==> src/rtl/swc_pkg.sv <==
package swc_pkg;
   localparam int OSC_XTAL = 0;
   localparam int OSC_RC   = 1;

   typedef enum logic [2:0] {
      ST_RUN,
      ST_SLEEP,
      ST_STARTUP,
      ST_RESUME,
      ST_VECTOR
   } swc_state_e;
endpackage

==> src/rtl/swc_irq_detect.sv <==
module swc_irq_detect #(
   parameter int NUM_IRQ = 4
) (
   input  logic [NUM_IRQ-1:0] flags,
   input  logic [NUM_IRQ-1:0] enables,
   output logic               pending
);
   logic [NUM_IRQ-1:0] armed;

   genvar i;
   generate
      for (i = 0; i < NUM_IRQ; i++) begin : g_src
         assign armed[i] = flags[i] & enables[i];
      end
   endgenerate

   assign pending = |armed;
endmodule

==> src/rtl/swc_startup_timer.sv <==
module swc_startup_timer #(
   parameter int OSC_MODE   = 0,
   parameter int XTAL_DELAY = 1024,
   parameter int RC_DELAY   = 8
) (
   input  logic clk,
   input  logic rst_n,
   input  logic load,
   output logic done
);
   import swc_pkg::*;

   localparam int DELAY = (OSC_MODE == OSC_RC) ? RC_DELAY : XTAL_DELAY;
   localparam int CW    = (DELAY > 1) ? $clog2(DELAY) : 1;

   generate
      if (DELAY == 1) begin : g_single
         assign done = 1'b1;
      end else begin : g_count
         logic [CW-1:0] cnt_q;

         always_ff @(posedge clk or negedge rst_n) begin
            if (!rst_n) begin
               cnt_q <= '0;
            end else if (load) begin
               cnt_q <= CW'(DELAY - 1);
            end else if (cnt_q != '0) begin
               cnt_q <= cnt_q - 1'b1;
            end
         end

         assign done = (cnt_q == '0);


         count_hold_chk: assert property (@(posedge clk) disable iff (!rst_n)
            (done && !load) |=> done);
      end
   endgenerate
endmodule

==> src/rtl/swc_status_bits.sv <==
module swc_status_bits (
   input  logic clk,
   input  logic rst_n,
   input  logic set_all,
   input  logic clr_pd,
   input  logic clr_to,
   output logic pd_bit,
   output logic to_bit
);
   always_ff @(posedge clk or negedge rst_n) begin
      if (!rst_n) begin
         pd_bit <= 1'b1;
         to_bit <= 1'b1;
      end else if (set_all) begin
         pd_bit <= 1'b1;
         to_bit <= 1'b1;
      end else begin
         if (clr_pd) pd_bit <= 1'b0;
         if (clr_to) to_bit <= 1'b0;
      end
   end
endmodule

==> src/rtl/sleep_wake_ctrl.sv <==
module sleep_wake_ctrl #(
   parameter int NUM_IRQ    = 4,
   parameter int OSC_MODE   = 0,
   parameter int XTAL_DELAY = 1024,
   parameter int RC_DELAY   = 8
) (
   input  logic               clk,
   input  logic               rst_n,
   input  logic               ext_rst,
   input  logic               sleep_strobe,
   input  logic               wdt_timeout,
   input  logic               gie,
   input  logic [NUM_IRQ-1:0] irq_flags,
   input  logic [NUM_IRQ-1:0] irq_enables,
   output logic               core_freeze,
   output logic               wdt_clear,
   output logic               vector_req,
   output logic               bubble,
   output logic               to_bit,
   output logic               pd_bit
);
   import swc_pkg::*;

   generate
      if (NUM_IRQ < 1) begin : g_bad_irq
         $error("NUM_IRQ must be at least 1");
      end
      if (OSC_MODE != OSC_XTAL && OSC_MODE != OSC_RC) begin : g_bad_mode
         $error("OSC_MODE must be 0 or 1");
      end
      if (XTAL_DELAY < 1 || RC_DELAY < 1) begin : g_bad_delay
         $error("start-up delays must be at least 1");
      end
   endgenerate

   swc_state_e st_q, st_d;
   logic pending, timer_done, timer_load;
   logic wake, clr_pd, clr_to, latch_gie;
   logic gie_q, wclr_q;

   swc_irq_detect #(.NUM_IRQ(NUM_IRQ)) u_irq (
      .flags   (irq_flags),
      .enables (irq_enables),
      .pending (pending)
   );

   swc_startup_timer #(
      .OSC_MODE   (OSC_MODE),
      .XTAL_DELAY (XTAL_DELAY),
      .RC_DELAY   (RC_DELAY)
   ) u_timer (
      .clk   (clk),
      .rst_n (rst_n),
      .load  (timer_load),
      .done  (timer_done)
   );

   swc_status_bits u_status (
      .clk     (clk),
      .rst_n   (rst_n),
      .set_all (ext_rst),
      .clr_pd  (clr_pd),
      .clr_to  (clr_to),
      .pd_bit  (pd_bit),
      .to_bit  (to_bit)
   );

   always_comb begin
      st_d       = st_q;
      timer_load = 1'b0;
      wake       = 1'b0;
      clr_pd     = 1'b0;
      clr_to     = 1'b0;
      latch_gie  = 1'b0;
      if (ext_rst) begin
         st_d = ST_RUN;
      end else begin
         unique case (st_q)
            ST_RUN: begin
               if (sleep_strobe) begin
                  clr_pd = 1'b1;
                  if (pending) begin
                     st_d      = ST_RESUME;
                     wake      = 1'b1;
                     latch_gie = 1'b1;
                  end else begin
                     st_d = ST_SLEEP;
                  end
               end
            end
            ST_SLEEP: begin
               if (wdt_timeout || pending) begin
                  st_d       = ST_STARTUP;
                  timer_load = 1'b1;
                  wake       = 1'b1;
                  latch_gie  = 1'b1;
                  clr_to     = wdt_timeout;
               end
            end
            ST_STARTUP: begin
               if (timer_done) st_d = ST_RESUME;
            end
            ST_RESUME: st_d = gie_q ? ST_VECTOR : ST_RUN;
            ST_VECTOR: st_d = ST_RUN;
            default:   st_d = ST_RUN;
         endcase
      end
   end

   always_ff @(posedge clk or negedge rst_n) begin
      if (!rst_n) begin
         st_q   <= ST_RUN;
         gie_q  <= 1'b0;
         wclr_q <= 1'b0;
      end else begin
         st_q   <= st_d;
         wclr_q <= wake;
         if (latch_gie) gie_q <= gie;
      end
   end

   assign core_freeze = (st_q == ST_SLEEP) || (st_q == ST_STARTUP);
   assign wdt_clear   = wclr_q;
   assign vector_req  = (st_q == ST_VECTOR);
   assign bubble      = (st_q == ST_VECTOR);


   sleep_entry_chk: assert property (@(posedge clk) disable iff (!rst_n)
      (st_q == ST_RUN && sleep_strobe && !pending && !ext_rst) |=> (core_freeze && !pd_bit));


   wdt_wake_to_chk: assert property (@(posedge clk) disable iff (!rst_n)
      (st_q == ST_SLEEP && wdt_timeout && !ext_rst) |=> (!to_bit && core_freeze));


   wdt_clr_pulse_chk: assert property (@(posedge clk) disable iff (!rst_n)
      wdt_clear |=> !wdt_clear);


   vec_after_resume_chk: assert property (@(posedge clk) disable iff (!rst_n)
      vector_req |-> ($past(st_q == ST_RESUME) && !core_freeze));


   ext_rst_chk: assert property (@(posedge clk) disable iff (!rst_n)
      ext_rst |=> (pd_bit && to_bit && !core_freeze && !vector_req && !wdt_clear));
endmodule

==> config.mk <==
export PLATFORM = sky130hd
export DESIGN_NAME = sleep_wake_ctrl
export DESIGN_NICKNAME = d
export VERILOG_FILES = /design/src/rtl/swc_pkg.sv /design/src/rtl/swc_irq_detect.sv /design/src/rtl/swc_startup_timer.sv /design/src/rtl/swc_status_bits.sv /design/src/rtl/sleep_wake_ctrl.sv
export SDC_FILE = /design/constraint.sdc
export NUM_CORES = 1
export LEC_CHECK = 0
export ABC_AREA = 1
export BUFFER_PORTS_ARGS = -buffer_cell sky130_fd_sc_hd__buf_4
export CORE_MARGIN = 2
export CORE_UTILIZATION = 49
export DETAILED_ROUTE_END_ITERATION = 12
export PLACE_DENSITY = 0.78
export SYNTH_ARGS = -nofsm -noshare
export SYNTH_HDL_FRONTEND = slang
export SYNTH_HIERARCHICAL = 1
export SYNTH_SLANG_ARGS = --single-unit
==> constraint.sdc <==
create_clock -name clk -period 1.3 [get_ports clk]
set_input_delay 0.13 -clock clk [delete_from_list [all_inputs] [get_ports clk]]
set_output_delay 0.13 -clock clk [all_outputs]
set_load 0.02 [all_outputs]
Word-level counts from Yosys, hierarchy flattened --
Index checks and enable logic that the tools add are counted.
Word-level totals: bits in read-only memories 0, RAM bits 0, bits in latches 0, memories kept 0, word-level logic and storage cells 54, bits of input ports 14, output and inout bits 6, register bits after elaboration 17
Operators by class: muxes and demuxes 26, equal/unequal tests 7, shifts and indexed selects 0, $add $sub $neg 1, $lt $le $gt $ge 0, multipliers 0, reductions and logical operators 10, div/mod/pow operators 0, bitwise operators 4
Operator list (number):
- $mux 10 | 2
- $mux 1 | 16
- $mux 3 | 5
- $pmux 3 s4 | 1
- $logic_not 10->1 | 1
- $reduce_bool 10->1 | 1
- $sub 10x1->10 const B | 1
- $ne 3x3->1 const B | 3
- $eq 3x2->1 const B | 2
- $reduce_bool 2->1 | 3
- $and 1x1->1 | 4
- $reduce_or 4->1 | 1
- $eq 3x1->1 const B | 1
- $eq 3x3->1 const B | 1
- $logic_not 3->1 | 1
- $reduce_and 3->1 | 1
- $logic_or 1x1->1 | 2
- $mux 2 | 1
- $pmux 1 s2 | 1

Logic depth before layout (Yosys ltp) --
Gate-level depths: netlist of the first run.
word-level depth 8, depth in mapped cells 12, depth with buffers taken out 12

Modules after synthesis --
Netlist of the first run, hierarchy kept.
Modules (own cells, without submodules):
- swc_startup_timer | sequential area each 250.2 sq um, times used 1, area each 606.8 sq um, cells each 81
- sleep_wake_ctrl | sequential area each 125.1 sq um, times used 1, area each 376.6 sq um, cells each 57
- swc_status_bits | sequential area each 52.6 sq um, times used 1, area each 78.8 sq um, cells each 9
- swc_irq_detect | sequential area each 0.0 sq um, times used 1, area each 33.8 sq um, cells each 9

Worst setup path before layout of the first run --
OpenSTA, ideal clock, no wires.
kind reg-to-output, start point register st_q[0], end point output port vector_req, data arrival time 1.358 ns, data required time 1.170 ns, path buffers 2, stages on the path, launching flop included 4, setup slack -0.188 ns, cell sequence dfrtp_1 -> buf_2 -> nor3b_1 -> buf_4
Between the ends: cells in the longest elaborated chain, start to end 1
Ends and longest elaborated chain:
- start, declared | line sleep_wake_ctrl.sv:36 | swc_state_e st_q, st_d;
- start signal, assigned | line sleep_wake_ctrl.sv:116 | st_q <= st_d;
- $eq 3x3->1
- end, declared | line sleep_wake_ctrl.sv:17 | output logic vector_req,
No other way between the ends.

Final worst setup path of the first run --
start point register st_q[0], end point output port bubble
Between the ends: cells in the longest elaborated chain, start to end 1
Ends and longest elaborated chain:
- $eq 3x3->1 | line sleep_wake_ctrl.sv:125 | assign bubble = (st_q == ST_VECTOR);
- end, declared | line sleep_wake_ctrl.sv:18 | output logic bubble,
No other way between the ends.

==> metrics.yaml, run 1 <==
cts_tree: "done"
viasPerCell: 5.10
final_net_count: 216
worstSetupPathType: "reg -> out"
startpoint_type: "register"
min_path_type: "in -> reg"
fp.dieH_um: 51.3
rsz0062_at_grt: "yes"
synth_flop_cell: "dfrtp_1"
powerDensity_nw_per_um2: 1630
worstPathArrival_ns: 1.28
htreeDepth: 1
io_buffers: 19
place.gp.congestion: 0.908
async_flop_share_pct: 100
cts_sinks: 17
clkSlewWorstSetupHoldPaths_ns: 0.10
status: "complete, but fails checks"
grt_pass1_wl_um: 4790
fin_worst_skew_ns: 0.0135
drc_errors: 0
syn_area_um2: 1100
vias: 1162
first_global_vias: 1105
cap_violations: 0
dp_hpwl_um: 2020
clockBufferDepth: 2
area_delta_synth_final_pct: 50.7
num_antenna_cells: 0
rr_worst_depth: 9
hp-start: "gie"
yosysWarnings: 6
hold_end: "gie_q"
die_area_um2: 2630
leakage_nw: 0.900
grt_max_degree: 18
cp_max_fo: 7
fp-row-count: 17
slew_headroom_pct: 79.6
antenna_found_initial: 0
fin_crit_ns: 1.41
ant_nets: 0
hold_path_depth: 3
fp.dieW_um: 51.3
worst_pin_slew_ns: 0.305
overflow: 0
period_share_pct: 109
ys_seq_area_share_pct: 39.0
hold_slack_ns: 0.0597
r2r-start: "u_timer/g_count.cnt_q[5]"
violations: "setup timing"
max_freq_mhz: 707
cp.required_ns: 1.17
wirelength_um: 3090
worst_slack_ns: -0.115
syn_nets: 171
r2r_end: "st_q[1]"
ir_drop_v: 0.00120
worstSetupEndpointType: "output pin"
drt_iter0_markers: 23
netlist_instances: 156
synth_area_per_cell_um2: 7.03
floorplan.initialDensity_pct: 50.5
io_pins: 20
track_usage_pct: 24.5
slew_viol_final: 0
numCtsBuffers: 3
rrSetupSlack_ns: -0.06
ys_seq_elements: 17
setup_viol: 9
root_buffer: "clkbuf_4"
finalSetupTns_ns: -0.496
hold_viol: 0
ys_types: 27
wire_per_inst_um: 13.6
synth_edf_count: 0
layout-drive-gt1-share_pct: 46.0
first_pass_iters: 4
clk_latency_ns: 0.31
core_area_um2: 2170
-- state kept, by name (all words and copies together), names as in the netlist --
signal and count:
wdt_clear 1, gie_q 1, u_status/to_bit 1, st_q 3, u_status/pd_bit 1, u_timer/g_count.cnt_q 10
-- worst max-delay path by stage --
| stage | start | to | slack, ns |
|---|---|---|---|
| detailed placement | u_timer/g_count.cnt_q[1] | st_q[1] | -0.11 |
| floorplan | u_timer/g_count.cnt_q[1] | st_q[1] | 0.01 |
| global placement | u_timer/g_count.cnt_q[6] | st_q[1] | -0.05 |
| finish | st_q[0] | bubble | -0.11 |
| CTS | st_q[1] | core_freeze | -0.09 |
| global route | u_timer/g_count.cnt_q[5] | st_q[1] | -0.15 |
-- Yosys cell counts (2+ instances only) --
cell type | n | share of area, %
buf_2 | 2 | 0.91
dfrtp_1 | 15 | 34
dfstp_2 | 2 | 4.8
inv_1 | 27 | 9.2
inv_2 | 3 | 1.0
nand2_1 | 40 | 14
nand2_2 | 3 | 1.7
nand3_1 | 24 | 11
nand3_2 | 3 | 2.7
nand4_1 | 2 | 1.1
nor2_1 | 14 | 4.8
nor2_2 | 3 | 1.7
nor2_4 | 2 | 2.1
nor3_1 | 2 | 0.91
o21ai_1 | 2 | 0.91
-- per-layer routing --
layer / share of wire [%] / vias up / GRT usage [%] / wire length (um)
li1: - / 569 / - / -
met3: 2.7 / 9 / 5.56 / 83
met4: 3.5 / 0 / 9.65 / 108
met5: 0 / - / 0 / 0
met1: 40 / 560 / 28.6 / 1250
met2: 53 / 24 / 43.3 / 1650
-- where the power goes --
part	switching, W	total, W	leakage, nW	internal (W)
clock network	0.000175	0.000291	0.0177	0.000115
registers	0.000147	0.000834	0.187	0.000686
logic	0.000845	0.00157	0.696	0.000726
-- through the flow --
step	util (%)	setup slack [ns]	power, W	area (um2)	instances
CTS	68.9	-0.0899	0.00241	1490	224
floorplan	-	0.0107	0.00152	1110	156
detailed placement	62.2	-0.108	0.00188	1350	210
finish	76.1	-0.115	0.00269	1650	228
global route	76.1	-0.155	0.00288	1650	228
global placement	62.2	-0.0539	0.00182	1350	210
-- area by class of cell --
class	count	area (um2)
fill	148	518
timing repair inverter	1	3.75
timing repair buffer	42	352
clock buffer	3	22.5
tap	28	35.0
multi-input combinational	105	677
inverter	31	129
clock inverter	1	5.00
sequential	17	428
-- critical path, cell delays in order, from the launching register on --
cell     delay, ns
dfrtp_1       0.42
buf_6         0.16
nor3b_4       0.24
buf_6         0.15
-- cell usage in the layout, fill, tap and decap left out, types with 2 or more instances in the layout --
cell type  netlist  final
nor2_4           2      6
nand2_2          3      7
nand3_1         24     15
dfstp_2          2      2
nor3_1           2      2
inv_4            0      3
inv_2            3      5
nand4_1          2      2
inv_1           27     23
nor2_1          14     10
buf_4            1     32
dfrtp_1         15     15
clkbuf_4         0      3
nand3_4          0      2
nand3_2          3     10
nand2_4          1      3
buf_6            0      9
nor2_2           3      3
nand2_1         40     34
-- kinds of logic after synthesis --
kind of cell	synth area share [%]
AND/OR/NAND/NOR	45.1
buffers and inverters	12.2
flip-flops	39.0
AO/OA/AOI/OAI	2.51
adder cells (fa/ha/maj)	1.14
-- what timing repair did --
item / CTS / global route
setup buffers: 8 / 4
resized for setup: 13 / 33
cloned: 1 / 0
setup endpoints to repair: 10 / 15
pin swaps: 10 / 15
hold buffers: 1 / 0
hold endpoints to repair: 17 / 0
(Power assumes the default switching activity.)
==> run 2, diff against run 1 <==
- CORE_UTILIZATION: 49 -> 50
- PLACE_DENSITY: 0.78 -> 0.77
- clock period: 1.3 -> 1.6 ns (I/O delays scaled with it)
==> run 2 against run 1 <==
  * The run now ends clean
  * Setup slack better by 0.22 ns
  * First-iteration DRC count rose by 87%
  * Clock skew is 0.0090 ns lower
  * Core utilization fell by 10 points
  * Critical path depth is 7 higher
  * Cell area decreased by 19%
  * Sequential cell count stayed put
  * Worst hold slack improved by 0.037 ns
  * Combinational power shrank 48%
  * Critical path type is now reg -> reg
  * Largest power group unchanged
  * Highest routed layer unchanged
==> metrics.yaml, run 2 (synthesis gave the netlist of run 1 again) <==
status: "completed"
power_frac_seq_pct: 38.8  # +7.9 points
ant_nets: 0  # unchanged
cts_sinks: 17  # unchanged
first_pass_iters: 4  # unchanged
r2r_end: "st_q[1]"
hold_path_depth: 2  # -1
track_usage_pct: 20.3  # -4.2 points
first_global_vias: 924  # -16%
vias: 999  # -14%
viasPerCell: 4.80  # -5.8%
r2r-start: "u_timer/g_count.cnt_q[1]"
drt_iter0_markers: 43  # +87%
final_common_cell: "nand2_1"
largest_reg_flops: 10  # unchanged
grt_pass1_wl_um: 3920  # -18%
worstPathArrival_ns: 1.73  # +0.45 ns
p_sw_w: 0.000721  # -38%
clockBufferDepth: 2  # unchanged
overflow: 0  # unchanged
min_path_type: "in -> reg"
fp-row-count: 16  # -1
mostFrequentLayoutCells: "nand2_1, inv_1, nand3_1"
fin_crit_ns: 1.50
max_freq_mhz: 668
cp_max_fo: 7  # unchanged
place.gp.congestion: 0.865  # -4.7%
die_area_um2: 2580  # -1.8%
worst_slack_ns: 0.104  # +0.218 ns
hold_viol: 0  # unchanged
wirelength_um: 2220  # -28%
cp.required_ns: 1.83  # +0.66 ns
crit_buf_inv: 3  # +1
path_cells: "inv_1 > ha_4 > nand2_2 > nor2_8 > nand2_4 > inv_1 > inv_1 > nand3_1 > nand3_1 > o21ai_1"
num_antenna_cells: 0  # unchanged
io_pins: 20  # unchanged
dp_hpwl_um: 1690  # -16%
dpl_worst_slack_ns: 0.0312  # +0.139 ns
root_buffer: "clkbuf_4"
antenna_found_initial: 0  # unchanged
fin_worst_skew_ns: 0.00458  # -0.00896 ns
fp.dieW_um: 50.8  # -0.93%
clockPowerShare_pct: 13.4  # +2.6 points
grt_max_degree: 18  # unchanged
design_area_um2: 1340  # -19%
period_share_pct: 93.5
startpoint_type: "register"
cpPeakStageDelay_ns: 0.42  # about the same
wire_per_inst_um: 10.7  # -21%
worst_pin_slew_ns: 0.397  # +0.0913 ns
numCtsBuffers: 3  # unchanged
fp.dieH_um: 50.8  # -0.93%
htreeDepth: 1  # unchanged
top_register: "u_timer/g_count.cnt_q"
clkSlewWorstSetupHoldPaths_ns: 0.10  # about the same
comb_power_share_pct: 47.8  # -10 points
leakage_nw: 0.756  # -16%
cpMostUsedCell: "inv_1"
fillers: 189  # +28%
area_delta_synth_final_pct: 21.8
worstSetupEndpointType: "register"
ir_drop_v: 0.000974  # -19%
sw_frac_of_total_pct: 42.0  # -1.3 points
hp-start: "ext_rst"
worstSetupPathType: "reg -> reg"
internal_power_w: 0.000994  # -35%
crit_slowest_cell: "dfrtp_1"
floorplan.initialDensity_pct: 54.2  # +3.7 points
slew_headroom_pct: 73.5  # -6.1 points
rr_worst_depth: 10  # +1
core_area_um2: 2020  # -6.8%
top_regs: "u_timer/g_count.cnt_q x10, st_q x3"
dpl_cell_area_um2: 1280  # -5.4%
drc_errors: 0  # unchanged
cap_violations: 0  # unchanged
final_net_count: 197  # -8.8%
clk_latency_ns: 0.29  # -0.02 ns
crit_family: "simple AND/OR/NAND/NOR gates"
hold_end: "st_q[2]"
io_buffers: 19  # unchanged
slew_viol_final: 0  # unchanged
layout-drive-gt1-share_pct: 26.5  # -19 points
cts_tree: "done"
setup_viol: 0  # -9
powerDensity_nw_per_um2: 1280  # -21%
rrSetupSlack_ns: 0.10  # +0.16 ns
run 2: changes by cell type in the layout (fill, tap and decap cells not counted), sizes merged:
cell / change
inv: -2
clkinv: +1
buf: -18
run 2: cell type report:
cell class	instances	area (um2)	share of cell area, %
Clock inverter	1	5.00	0.375
Inverter	31	116	8.72
Timing Repair Buffer	24	183	13.7
Multi-Input combinational cell	105	547	41.0
Tap cell	27	33.8	2.53
Sequential cell	17	428	32.1
Clock buffer	3	22.5	1.69
run 2: worst max path at each step:
stage,start,to,cells after the start
floorplan,st_q[0],vector_req,3
global placement,irq_flags[0],u_timer/g_count.cnt_q[2],13
detailed placement,u_timer/g_count.cnt_q[0],st_q[1],10
CTS,u_timer/g_count.cnt_q[0],st_q[1],10
global route,u_timer/g_count.cnt_q[1],st_q[0],10
finish,u_timer/g_count.cnt_q[1],st_q[1],10
run 2: repair_timing:
item / in CTS / in global routing
buffers inserted: 0 / 1
resized for setup: 1 / 2
hold buffers: 1 / 0
pin swaps: 0 / 0
endpoints found under the hold margin: 17 / 0
setup endpoints to repair: 1 / 2
run 2: metal layers:
metal	part of all wire, %	up-vias	global-route usage (%)
met3	5.2	2	5.26
met5	0	-	0
met4	0.54	0	6.76
met2	46	24	30.9
li1	-	528	-
met1	48	445	28.2
run 2: metrics by stage:
step                total power, W  std cells  utilization [%]  hold WS, ns  setup TNS (ns)
floorplan                  0.00120        156                -       -0.136               0
global placement           0.00140        202             63.2       0.0327               0
detailed placement         0.00142        202             63.2       0.0339               0
CTS                        0.00167        207             65.2       0.0931               0
global route               0.00188        208             66.0       0.0851         -0.0740
finish                     0.00171        208             66.0       0.0967               0
run 2: power by group through the flow:
stage                     clock network (W)  registers, W  logic [W]
after global routing               0.000264      0.000679   0.000932
after global placement                    0      0.000659   0.000740
final                              0.000230      0.000665   0.000820
after CTS                          0.000237      0.000656   0.000774
after detailed placement                  0      0.000665   0.000757
after floorplan                           0      0.000657   0.000541
